===== src/rtl/sc_seq_pkg.sv =====
package sc_seq_pkg;

    localparam int SW_PER_CELL = 5;
    localparam int CFG_W       = 2 * SW_PER_CELL;

    typedef enum logic [1:0] {
        ST_CHARGE    = 2'd0,
        ST_GAP_C2D   = 2'd1,
        ST_DISCHARGE = 2'd2,
        ST_GAP_D2C   = 2'd3
    } phase_e;

endpackage


===== src/rtl/sc_phase_fsm.sv =====
module sc_phase_fsm
    import sc_seq_pkg::*;
#(
    parameter int DIV_W = 16,
    parameter int GAP_W = 8
) (
    input  logic             clk,
    input  logic             rst_n,
    input  logic [DIV_W-1:0] div_len,
    input  logic [GAP_W-1:0] gap_len,
    output phase_e           state,
    output logic             in_gap
);

    localparam int CNT_W = (DIV_W > GAP_W) ? DIV_W : GAP_W;

    phase_e           state_q;
    phase_e           state_d;
    logic [CNT_W-1:0] cnt_q;
    logic [CNT_W-1:0] div_lim;
    logic [CNT_W-1:0] gap_lim;
    logic [CNT_W-1:0] lim;
    logic             gap_now;
    logic             done;

    // Last count index of each interval; a zero setting counts as one cycle.
    always_comb begin
        div_lim = (div_len == '0) ? '0 : CNT_W'(div_len) - CNT_W'(1);
        gap_lim = (gap_len == '0) ? '0 : CNT_W'(gap_len) - CNT_W'(1);
        gap_now = (state_q == ST_GAP_C2D) || (state_q == ST_GAP_D2C);
        lim     = gap_now ? gap_lim : div_lim;
        done    = (cnt_q >= lim);
    end

    always_comb begin
        state_d = state_q;
        unique case (state_q)
            ST_CHARGE:    if (done) state_d = ST_GAP_C2D;
            ST_GAP_C2D:   if (done) state_d = ST_DISCHARGE;
            ST_DISCHARGE: if (done) state_d = ST_GAP_D2C;
            ST_GAP_D2C:   if (done) state_d = ST_CHARGE;
            default:      state_d = ST_GAP_D2C;
        endcase
    end

    always_ff @(posedge clk or negedge rst_n) begin
        if (!rst_n) begin
            state_q <= ST_GAP_D2C;
        end else begin
            state_q <= state_d;
        end
    end

    always_ff @(posedge clk or negedge rst_n) begin
        if (!rst_n) begin
            cnt_q <= '0;
        end else if (state_d != state_q) begin
            cnt_q <= '0;
        end else begin
            cnt_q <= cnt_q + CNT_W'(1);
        end
    end

    assign state  = state_q;
    assign in_gap = gap_now;

endmodule


===== src/rtl/sc_shadow_bank.sv =====
module sc_shadow_bank
    import sc_seq_pkg::*;
#(
    parameter int NUM_CELLS = 4,
    parameter int IDX_W     = 3
) (
    input  logic                       clk,
    input  logic                       rst_n,
    input  logic                       ld_valid,
    input  logic [IDX_W-1:0]           ld_idx,
    input  logic [CFG_W-1:0]           ld_word,
    input  logic                       commit,
    input  logic                       apply,
    output logic [NUM_CELLS*CFG_W-1:0] shadow,
    output logic                       pending,
    output logic                       idx_err
);

    logic bad_idx;
    logic pend_q;
    logic err_q;

    assign bad_idx = ld_valid && (int'(ld_idx) >= NUM_CELLS);

    for (genvar c = 0; c < NUM_CELLS; c++) begin : g_slot
        logic [CFG_W-1:0] word_q;
        always_ff @(posedge clk or negedge rst_n) begin
            if (!rst_n) begin
                word_q <= '0;
            end else if (ld_valid && (int'(ld_idx) == c)) begin
                word_q <= ld_word;
            end
        end
        assign shadow[c*CFG_W +: CFG_W] = word_q;
    end

    // A new commit wins over the clear, so a late request is never lost.
    always_ff @(posedge clk or negedge rst_n) begin
        if (!rst_n) begin
            pend_q <= 1'b0;
        end else if (commit) begin
            pend_q <= 1'b1;
        end else if (apply) begin
            pend_q <= 1'b0;
        end
    end

    always_ff @(posedge clk or negedge rst_n) begin
        if (!rst_n) begin
            err_q <= 1'b0;
        end else if (bad_idx) begin
            err_q <= 1'b1;
        end
    end

    assign pending = pend_q;
    assign idx_err = err_q;

endmodule


===== src/rtl/sc_cell_slot.sv =====
module sc_cell_slot
    import sc_seq_pkg::*;
#(
    parameter bit LAST = 1'b0
) (
    input  logic                   clk,
    input  logic                   rst_n,
    input  logic                   apply,
    input  logic [CFG_W-1:0]       shadow_word,
    input  logic                   sel_dis,
    input  logic                   drive_en,
    output logic [SW_PER_CELL-1:0] sw
);

    logic [CFG_W-1:0]       active_q;
    logic [SW_PER_CELL-1:0] pat;
    logic [SW_PER_CELL-1:0] keep;

    always_ff @(posedge clk or negedge rst_n) begin
        if (!rst_n) begin
            active_q <= '0;
        end else if (apply) begin
            active_q <= shadow_word;
        end
    end

    // The tail cell has no successor: its parallel and series links stay open.
    if (LAST) begin : g_tail
        assign keep = 5'b10001;
    end else begin : g_body
        assign keep = 5'b11111;
    end

    always_comb begin
        pat = sel_dis ? active_q[CFG_W-1:SW_PER_CELL] : active_q[SW_PER_CELL-1:0];
        sw  = drive_en ? (pat & keep) : '0;
    end

endmodule


===== src/rtl/sc_switch_seq.sv =====
module sc_switch_seq
    import sc_seq_pkg::*;
#(
    parameter int NUM_CELLS = 4,
    parameter int DIV_W     = 16,
    parameter int GAP_W     = 8,
    localparam int IDX_W    = $clog2(NUM_CELLS + 1),
    localparam int SW_W     = SW_PER_CELL * NUM_CELLS
) (
    input  logic             clk,
    input  logic             rst_n,
    input  logic [DIV_W-1:0] div_len,
    input  logic [GAP_W-1:0] gap_len,
    input  logic             ld_valid,
    input  logic [IDX_W-1:0] ld_idx,
    input  logic [CFG_W-1:0] ld_word,
    input  logic             commit,
    output logic             sw_in,
    output logic             sw_out,
    output logic [SW_W-1:0]  cell_sw,
    output logic             cfg_pending,
    output logic             idx_err
);

    phase_e                     state;
    logic                       in_gap;
    logic                       apply;
    logic                       drive_en;
    logic                       sel_dis;
    logic [NUM_CELLS*CFG_W-1:0] shadow;

    sc_phase_fsm #(
        .DIV_W (DIV_W),
        .GAP_W (GAP_W)
    ) fsm_i (
        .clk     (clk),
        .rst_n   (rst_n),
        .div_len (div_len),
        .gap_len (gap_len),
        .state   (state),
        .in_gap  (in_gap)
    );

    sc_shadow_bank #(
        .NUM_CELLS (NUM_CELLS),
        .IDX_W     (IDX_W)
    ) bank_i (
        .clk      (clk),
        .rst_n    (rst_n),
        .ld_valid (ld_valid),
        .ld_idx   (ld_idx),
        .ld_word  (ld_word),
        .commit   (commit),
        .apply    (apply),
        .shadow   (shadow),
        .pending  (cfg_pending),
        .idx_err  (idx_err)
    );

    // Transfer only while every switch is open.
    assign apply = in_gap && cfg_pending;

    always_comb begin
        sw_in    = 1'b0;
        sw_out   = 1'b0;
        drive_en = 1'b0;
        sel_dis  = 1'b0;
        unique case (state)
            ST_CHARGE: begin
                sw_in    = 1'b1;
                drive_en = 1'b1;
            end
            ST_DISCHARGE: begin
                sw_out   = 1'b1;
                drive_en = 1'b1;
                sel_dis  = 1'b1;
            end
            ST_GAP_C2D, ST_GAP_D2C: begin
                drive_en = 1'b0;
            end
            default: begin
                drive_en = 1'b0;
            end
        endcase
    end

    for (genvar c = 0; c < NUM_CELLS; c++) begin : g_cell
        sc_cell_slot #(
            .LAST (c == NUM_CELLS - 1)
        ) slot_i (
            .clk         (clk),
            .rst_n       (rst_n),
            .apply       (apply),
            .shadow_word (shadow[c*CFG_W +: CFG_W]),
            .sel_dis     (sel_dis),
            .drive_en    (drive_en),
            .sw          (cell_sw[c*SW_PER_CELL +: SW_PER_CELL])
        );
    end

endmodule


===== config.mk =====
export PLATFORM = sky130hd
export DESIGN_NAME = sc_switch_seq
export DESIGN_NICKNAME = d
export VERILOG_FILES = /design/src/rtl/sc_seq_pkg.sv /design/src/rtl/sc_phase_fsm.sv /design/src/rtl/sc_shadow_bank.sv /design/src/rtl/sc_cell_slot.sv /design/src/rtl/sc_switch_seq.sv
export SDC_FILE = /design/constraint.sdc
export NUM_CORES = 1
export LEC_CHECK = 0
export ABC_AREA = 1
export CORE_UTILIZATION = 35
export CTS_CLUSTER_DIAMETER = 120
export DETAILED_ROUTE_END_ITERATION = 10
export SETUP_SLACK_MARGIN = 0.2
export SLEW_MARGIN = 0
export SYNTH_ARGS = -nofsm -noshare
export SYNTH_HDL_FRONTEND = slang
export SYNTH_SLANG_ARGS = --single-unit

===== constraint.sdc =====
create_clock -name clk -period 2.6 [get_ports clk]
set_input_delay 0.52 -clock clk [delete_from_list [all_inputs] [get_ports clk]]
set_output_delay 0.52 -clock clk [all_outputs]
set_load 0.05 [all_outputs]

==> results of run 1 <==
## stage by stage
stage | power [W] | cells | setup slack, ps
after floorplan | 0.00376 | 509 | 164
after global placement | 0.00467 | 768 | -619
after detailed placement | 0.00475 | 768 | -695
after CTS | 0.00628 | 803 | 206
after global routing | 0.00673 | 811 | 9.29
final | 0.00636 | 811 | 126
## worst max-delay path by stage
stage	from	to	slack, ps	depth (start not counted)
after global routing	gap_len[0]	fsm_i.state[0]$_DFF_PN1_	9	21
after detailed placement	div_len[1]	fsm_i.state[1]$_DFF_PN1_	-690	17
after CTS	div_len[1]	fsm_i.cnt_q[4]$_DFF_PN0_	210	21
after global placement	div_len[1]	fsm_i.state[1]$_DFF_PN1_	-620	17
final	div_len[0]	fsm_i.state[1]$_DFF_PN1_	130	20
after floorplan	div_len[1]	fsm_i.cnt_q[9]$_DFF_PN0_	160	20
## worst max-delay path, cell delays in order
cell	delay, ps
buf_8	110
inv_8	50
ha_4	150
nand2_4	60
inv_4	70
nand3_4	80
o21ai_4	250
buf_6	150
buf_6	110
o22ai_2	60
ha_1	290
nand4_1	120
nor2_1	70
nor2_1	150
nand2_2	80
nand2_4	140
nand2_8	110
nand2_4	90
nand2_2	40
nand2_1	50
## sequential cells by signal (all words and copies together), names as in the netlist
signal,count
fsm_i.cnt_q,16
g_cell.slot_i.active_q,34
bank_i.g_slot.word_q,34
bank_i.pending,1
fsm_i.state,2
bank_i.idx_err,1
## cell type report
type | count | area share
clock inverter | 7 | 0.00894
timing repair buffer | 129 | 0.194
inverter | 64 | 0.0405
timing repair inverter | 1 | 0.00109
sequential | 88 | 0.321
clock buffer | 9 | 0.0328
multi-input combinational | 341 | 0.370
tap | 172 | 0.0314
## power by group through the flow
stage	sequential, W	combinational [W]	clock (W)
6_report	0.00212	0.00301	0.00123
5_1_grt	0.00218	0.00324	0.00131
4_1_cts	0.00212	0.00290	0.00126
3_5_place_dp	0.00214	0.00261	0
3_3_place_gp	0.00212	0.00255	0
2_1_floorplan	0.00205	0.00171	0
## layer usage
layer	GRT usage	part of all wire	wire length, um
met3	0.0271	0.027	296
met1	0.209	0.45	4960
met2	0.288	0.52	5730
met4	0.0337	0.0086	95
met5	0	0	0
## cells in the mapped netlist, types with 6 or more instances
cell / n
nor2_1: 37
a21oi_1: 10
nand3_1: 23
mux2_2: 34
nand2_1: 91
clkbuf_1: 6
ha_1: 19
xnor2_1: 7
dfrtp_1: 86
nand4_1: 7
inv_1: 60
o21ai_0: 38
a22o_1: 17
nor3_1: 10
xor2_1: 12
## repair_timing
action,CTS,global route
buffers inserted,17,8
gates cloned,2,0
pin swaps,46,40
endpoints found under the setup margin,36,21
resized for setup,109,45
## cell families (layout without fill, tap and decap cells)
| group | count (synthesis) | count (layout) | share of synthesized area |
|---|---|---|---|
| compound gates | 82 | 82 | 0.114 |
| fa+ha+maj | 19 | 19 | 0.0508 |
| mux | 34 | 34 | 0.0818 |
| simple gates | 183 | 184 | 0.174 |
| flops | 88 | 88 | 0.471 |
| buf+inv | 81 | 210 | 0.0727 |
| xor+xnor | 19 | 19 | 0.0355 |
| other cells | 1 | 3 | 0.000801 |
==> key figures, run 1 <==
Status
  – Outcome: finished clean

Pwr
  – Leak Pwr: between 3 and 4 nW
  – PD cells: 927 nW/um^2
  – Sw power: around 0.0024 W
  – Flop pwr share: 0.333
  – VDD IR max: 0.000633 V
  – Sw Ratio: 0.380
  – Combinational power share: 0.473
  – P_int: 0.00394 W
  – Clock share of power: 0.194

Synth
  – Register bit total from synthesis: 88
  – Sequential area share after synthesis: 0.471
  – Yosys top cell by area: dfrtp_1
  – Synthesized area: roughly 4700 um^2
  – Post-synth EDFFs: 0
  – Top FF cell, synth: dfrtp_1
  – Synth warnings: 0
  – Syn avg cell area: ~9 um^2
  – Cells after Synth: slightly above 500
  – Synth top area cells: dfrtp_1, mux2_2, nand2_1
  – Count of cell types in the netlist: 38
  – FFs w/ async S/R, synth: 1.00
  – Area share of the largest cell type after synthesis: 0.460

STA
  – Final worst path period share: 0.951
  – Final hold slack: 83.5 ps
  – Worst Max-Slew Pin Slew: 512 ps
  – Post-layout min period: 2470 ps
  – RSZ-0062 raised after global routing: true
  – Setup violators final: 0
  – Post-Route Setup TNS: 0 ps
  – Setup Skew: 8.87 ps
  – FMAX: 404 MHz
  – Max-slew violation count: 0
  – Final Hold Fails: 0
  – Slew headroom: 0.658

Worst setup path
  – Max FO, Critical Path: 8
  – CP Class: input port to flip-flop
  – R2R Setup Slk: between 200 and 250 ps
  – R2r worst-path depth: 15
  – Reg2reg end: fsm_i.state[1]$_DFF_PN1_
  – Crit path DAT: ~2800 ps
  – Worst Setup End Kind: flip-flop
  – Startpoint types: input port
  – Critical path required time: 2880 ps
  – R2R Path Start: fsm_i.state[0]$_DFF_PN1_

Final layout
  – Layout cells sized above 1: 0.390
  – Fin area: around 6900 um^2
  – Fill cells: 1169
  – P&R area growth vs syn: 46.5%
  – N_diodes: 0
  – Most frequent cells in the layout: dfrtp_1, nand2_1, buf_4, inv_1, o21ai_0
  – Register area: roughly 2200 um^2
  – Core Util, Final: 0.535
  – NumNets Final: 694
  – Commonest non-fill, non-tap cell in the layout: dfrtp_1
  – Multi-input gate area: 2540 um^2

Global route
  – Initial antenna violation count: 0
  – Global-route wire length before repair: 18400 um
  – Largest net degree at the start of global routing: 64
  – Grt ovf: 0
  – Total track usage: 0.163
  – Vias in the first global route: ~3.8k

Floorplan
  – CORE AREA: roughly 13000 um^2
  – FP Rows: a little over 40
  – Ports: 65
  – Die W: 118 um
  – DIE HEIGHT: 118 um
  – Die footprint: 13800 um^2
  – Initial Util: 0.365

Place
  – Placed inst area: between 6000 and 7000 um^2
  – RD Place Congestion: 0.804
  – DPL Wire Length: around 7600 um
  – Port bufs: 61

Clock tree
  – Clock slew at reported path FFs: 70 ps
  – CTS tree: done
  – CTS root buffer: clkbuf_16
  – Clock Tree Buf Depth: 2
  – Num CTS Buffers: 9
  – Post-CTS Hold Buffers: 0
  – H-tree depth: 3
  – Clock sink count: 88
  – Clk_lat worst skew: 340 ps

Routing
  – Antenna viol nets, final: 0
  – First-pass DRT Iterations: 4
  – Vias per cell: 4.73
  – DR vias: 3835
  – Drt drc: 0
  – Initial DRC count: 190
  – Final WL: 11100 um
  – Routed len/inst: 13.7 um

Worst hold path
  – Hold crit path type: input port to asynchronous set/reset pin

Run
  – Number of max-cap violations: 0
(Power assumes the default switching activity.)
==> run 2, diff against run 1 <==
- CORE_MARGIN: not set -> 2
- CTS_CLUSTER_SIZE: not set -> 16
- clock period: 2.6 -> 2.05 ns (I/O delays scaled with it)
==> key figures, run 2 (synthesis results as in run 1) <==
Status
  – Outcome: finished, violations left
  – Failing checks: negative setup slack

Clock tree
  – Num CTS Buffers: 9
  – H-tree depth: 3
  – Clock sink count: 88
  – CTS tree: done
  – Clock Tree Buf Depth: 2
  – CTS root buffer: clkbuf_16
  – Clock slew at reported path FFs: 60 ps
  – Clk_lat worst skew: approximately 340 ps

Worst setup path
  – Crit path DAT: 2610 ps
  – Startpoint types: input port
  – CP max stage cell: o21ai_4
  – Worst-path cell chain: buf_8 > buf_6 > nor2_4 > nand2_1 > inv_2 > nand3_2 > o21ai_4 > clkinvlp_4 > nand2_4 > o21ai_2 > inv_2 > ha_4 > nand2_2 > inv_2 > nand2_2 > nor2_1 > nor2_1 > nand2_2 > nand2_4 > buf_6 > nand3_4 > nand2_2 > inv_2
  – CP peak stage delay: roughly 250 ps
  – Family with the most delay on the worst path: simple AND/OR/NAND/NOR gates
  – WP buf/inv: 8
  – Max FO, Critical Path: 5
  – CP Class: input port to flip-flop
  – Critical path required time: approximately 2300 ps
  – Worst Setup End Kind: flip-flop

Final layout
  – N_diodes: 0
  – Most frequent cells in the layout: dfrtp_1, nand2_1, buf_4, inv_1
  – Commonest non-fill, non-tap cell in the layout: dfrtp_1
  – Fin area: 7240 um^2
  – Regs by FF count: bank_i.g_slot.word_q x34, g_cell.slot_i.active_q x34, fsm_i.cnt_q x16
  – Layout cells sized above 1: 0.419
  – NumNets Final: approximately 710
  – P&R area growth vs syn: 54.7%

Floorplan
  – CORE AREA: 13100 um^2
  – Initial Util: 0.356
  – FP Rows: 42
  – DIE HEIGHT: ~120 um
  – Die W: 120 um
  – Die footprint: roughly 14000 um^2
  – Ports: 65

Pwr
  – Leak Pwr: 3.46 nW
  – Total Power: ~0.009 W
  – PD cells: 1240 nW/um^2
  – VDD IR max: 0.000686 V

Place
  – Placed inst area: roughly 6000 um^2
  – Port bufs: 61
  – DPL Wire Length: 7980 um
  – Dpl ws: -1120 ps
  – RD Place Congestion: 0.811

Global route
  – Total track usage: 0.177
  – Largest net degree at the start of global routing: 38
  – Global-route wire length before repair: around 20000 um
  – Vias in the first global route: 4152
  – Grt ovf: 0
  – Initial antenna violation count: 0

Worst hold path
  – Hold crit path type: input port to asynchronous set/reset pin

STA
  – Setup violators final: 37
  – RSZ-0062 raised after global routing: true
  – Post-layout min period: 2340 ps
  – Post-Route Setup TNS: -7690 ps
  – Final worst path period share: 1.14
  – Max-slew violation count: 0
  – FMAX: roughly 430 MHz
  – Setup Skew: 7.66 ps
  – Worst setup margin: -286 ps
  – Final Hold Fails: 0

Routing
  – DR vias: roughly 3.9k
  – Initial DRC count: 170
  – Drt drc: 0
  – WL met1: 5210 um
  – Vias per cell: 4.73
  – Antenna viol nets, final: 0
  – First-pass DRT Iterations: 8
  – Highest routed metal layer: met4
  – Met2 wire length: around 6300 um
  – Final WL: approximately 12000 um
  – Routed len/inst: 14.7 um
  – Met3 WL: between 400 and 500 um

Run
  – Number of max-cap violations: 0
==> run 2: cell types whose count changed in the layout (fill, tap and decap cells not counted), moves of 4 or more <==
cell | previous run | this run
inv_6 | 4 | 0
a22o_4 | 0 | 17
buf_12 | 22 | 26
a22o_1 | 17 | 0
buf_16 | 0 | 4
clkbuf_2 | 6 | 1
buf_2 | 4 | 10
buf_6 | 10 | 14
==> run 2: layout make-up <==
class | count | area, um^2
inverter | 64 | 273
tap | 176 | 220
multi-input combinational | 341 | 2660
sequential | 88 | 2200
fill | 1155 | 5890
clock buffer | 10 | 239
clock inverter | 5 | 81.3
timing repair inverter | 1 | 7.51
timing repair buffer | 140 | 1560
==> run 2: worst paths after layout <==
kind | depth (start not counted) | end | startpoint | slack [ps]
worst max register to register | 18 | fsm_i.state[0]$_DFF_PN1_ | fsm_i.state[0]$_DFF_PN1_ | -210
max in group asynchronous | 2 | bank_i.g_slot[1].word_q[3]$_DFFE_PN0P_ | rst_n | 1380
min in group clk | 1 | bank_i.idx_err$_DFFE_PN0P_ | bank_i.idx_err$_DFFE_PN0P_ | 480
worst min register to register | 1 | bank_i.idx_err$_DFFE_PN0P_ | bank_i.idx_err$_DFFE_PN0P_ | 480
worst min-delay path | 1 | bank_i.g_slot[1].word_q[5]$_DFFE_PN0P_ | rst_n | 20
worst max-delay path | 23 | fsm_i.state[0]$_DFF_PN1_ | div_len[8] | -290
==> run 2: per-stage QoR <==
stage               hold WS (ps)  utilization  instances
finish                      23.5        0.551        825
global route                60.0        0.551        825
CTS                         43.1        0.544        820
detailed placement           402        0.467        777
global placement             397        0.467        777
floorplan                    114            -        509
==> run 2: per-layer routing <==
metal	GRT usage	vias to the layer above
met5	0	-
met4	0.0647	0
met3	0.0242	11
met2	0.316	78
met1	0.217	1860
li1	-	1954
==> run 2: what timing repair did <==
action	4_1_cts	5_1_grt
resized for setup	156	24
hold buffers	0	0
pin swaps	47	15
gates cloned	7	1
setup buffers	21	4
endpoints found under the setup margin	39	37
==> run 2: where the power goes <==
part	internal (W)	switching [W]	total [W]	leakage, nW
sequential	0.00232	0.000443	0.00276	1.11
clock	0.00109	0.000658	0.00175	0.155
combinational	0.00229	0.00216	0.00445	2.19
total	0.00570	0.00326	0.00896	3.46
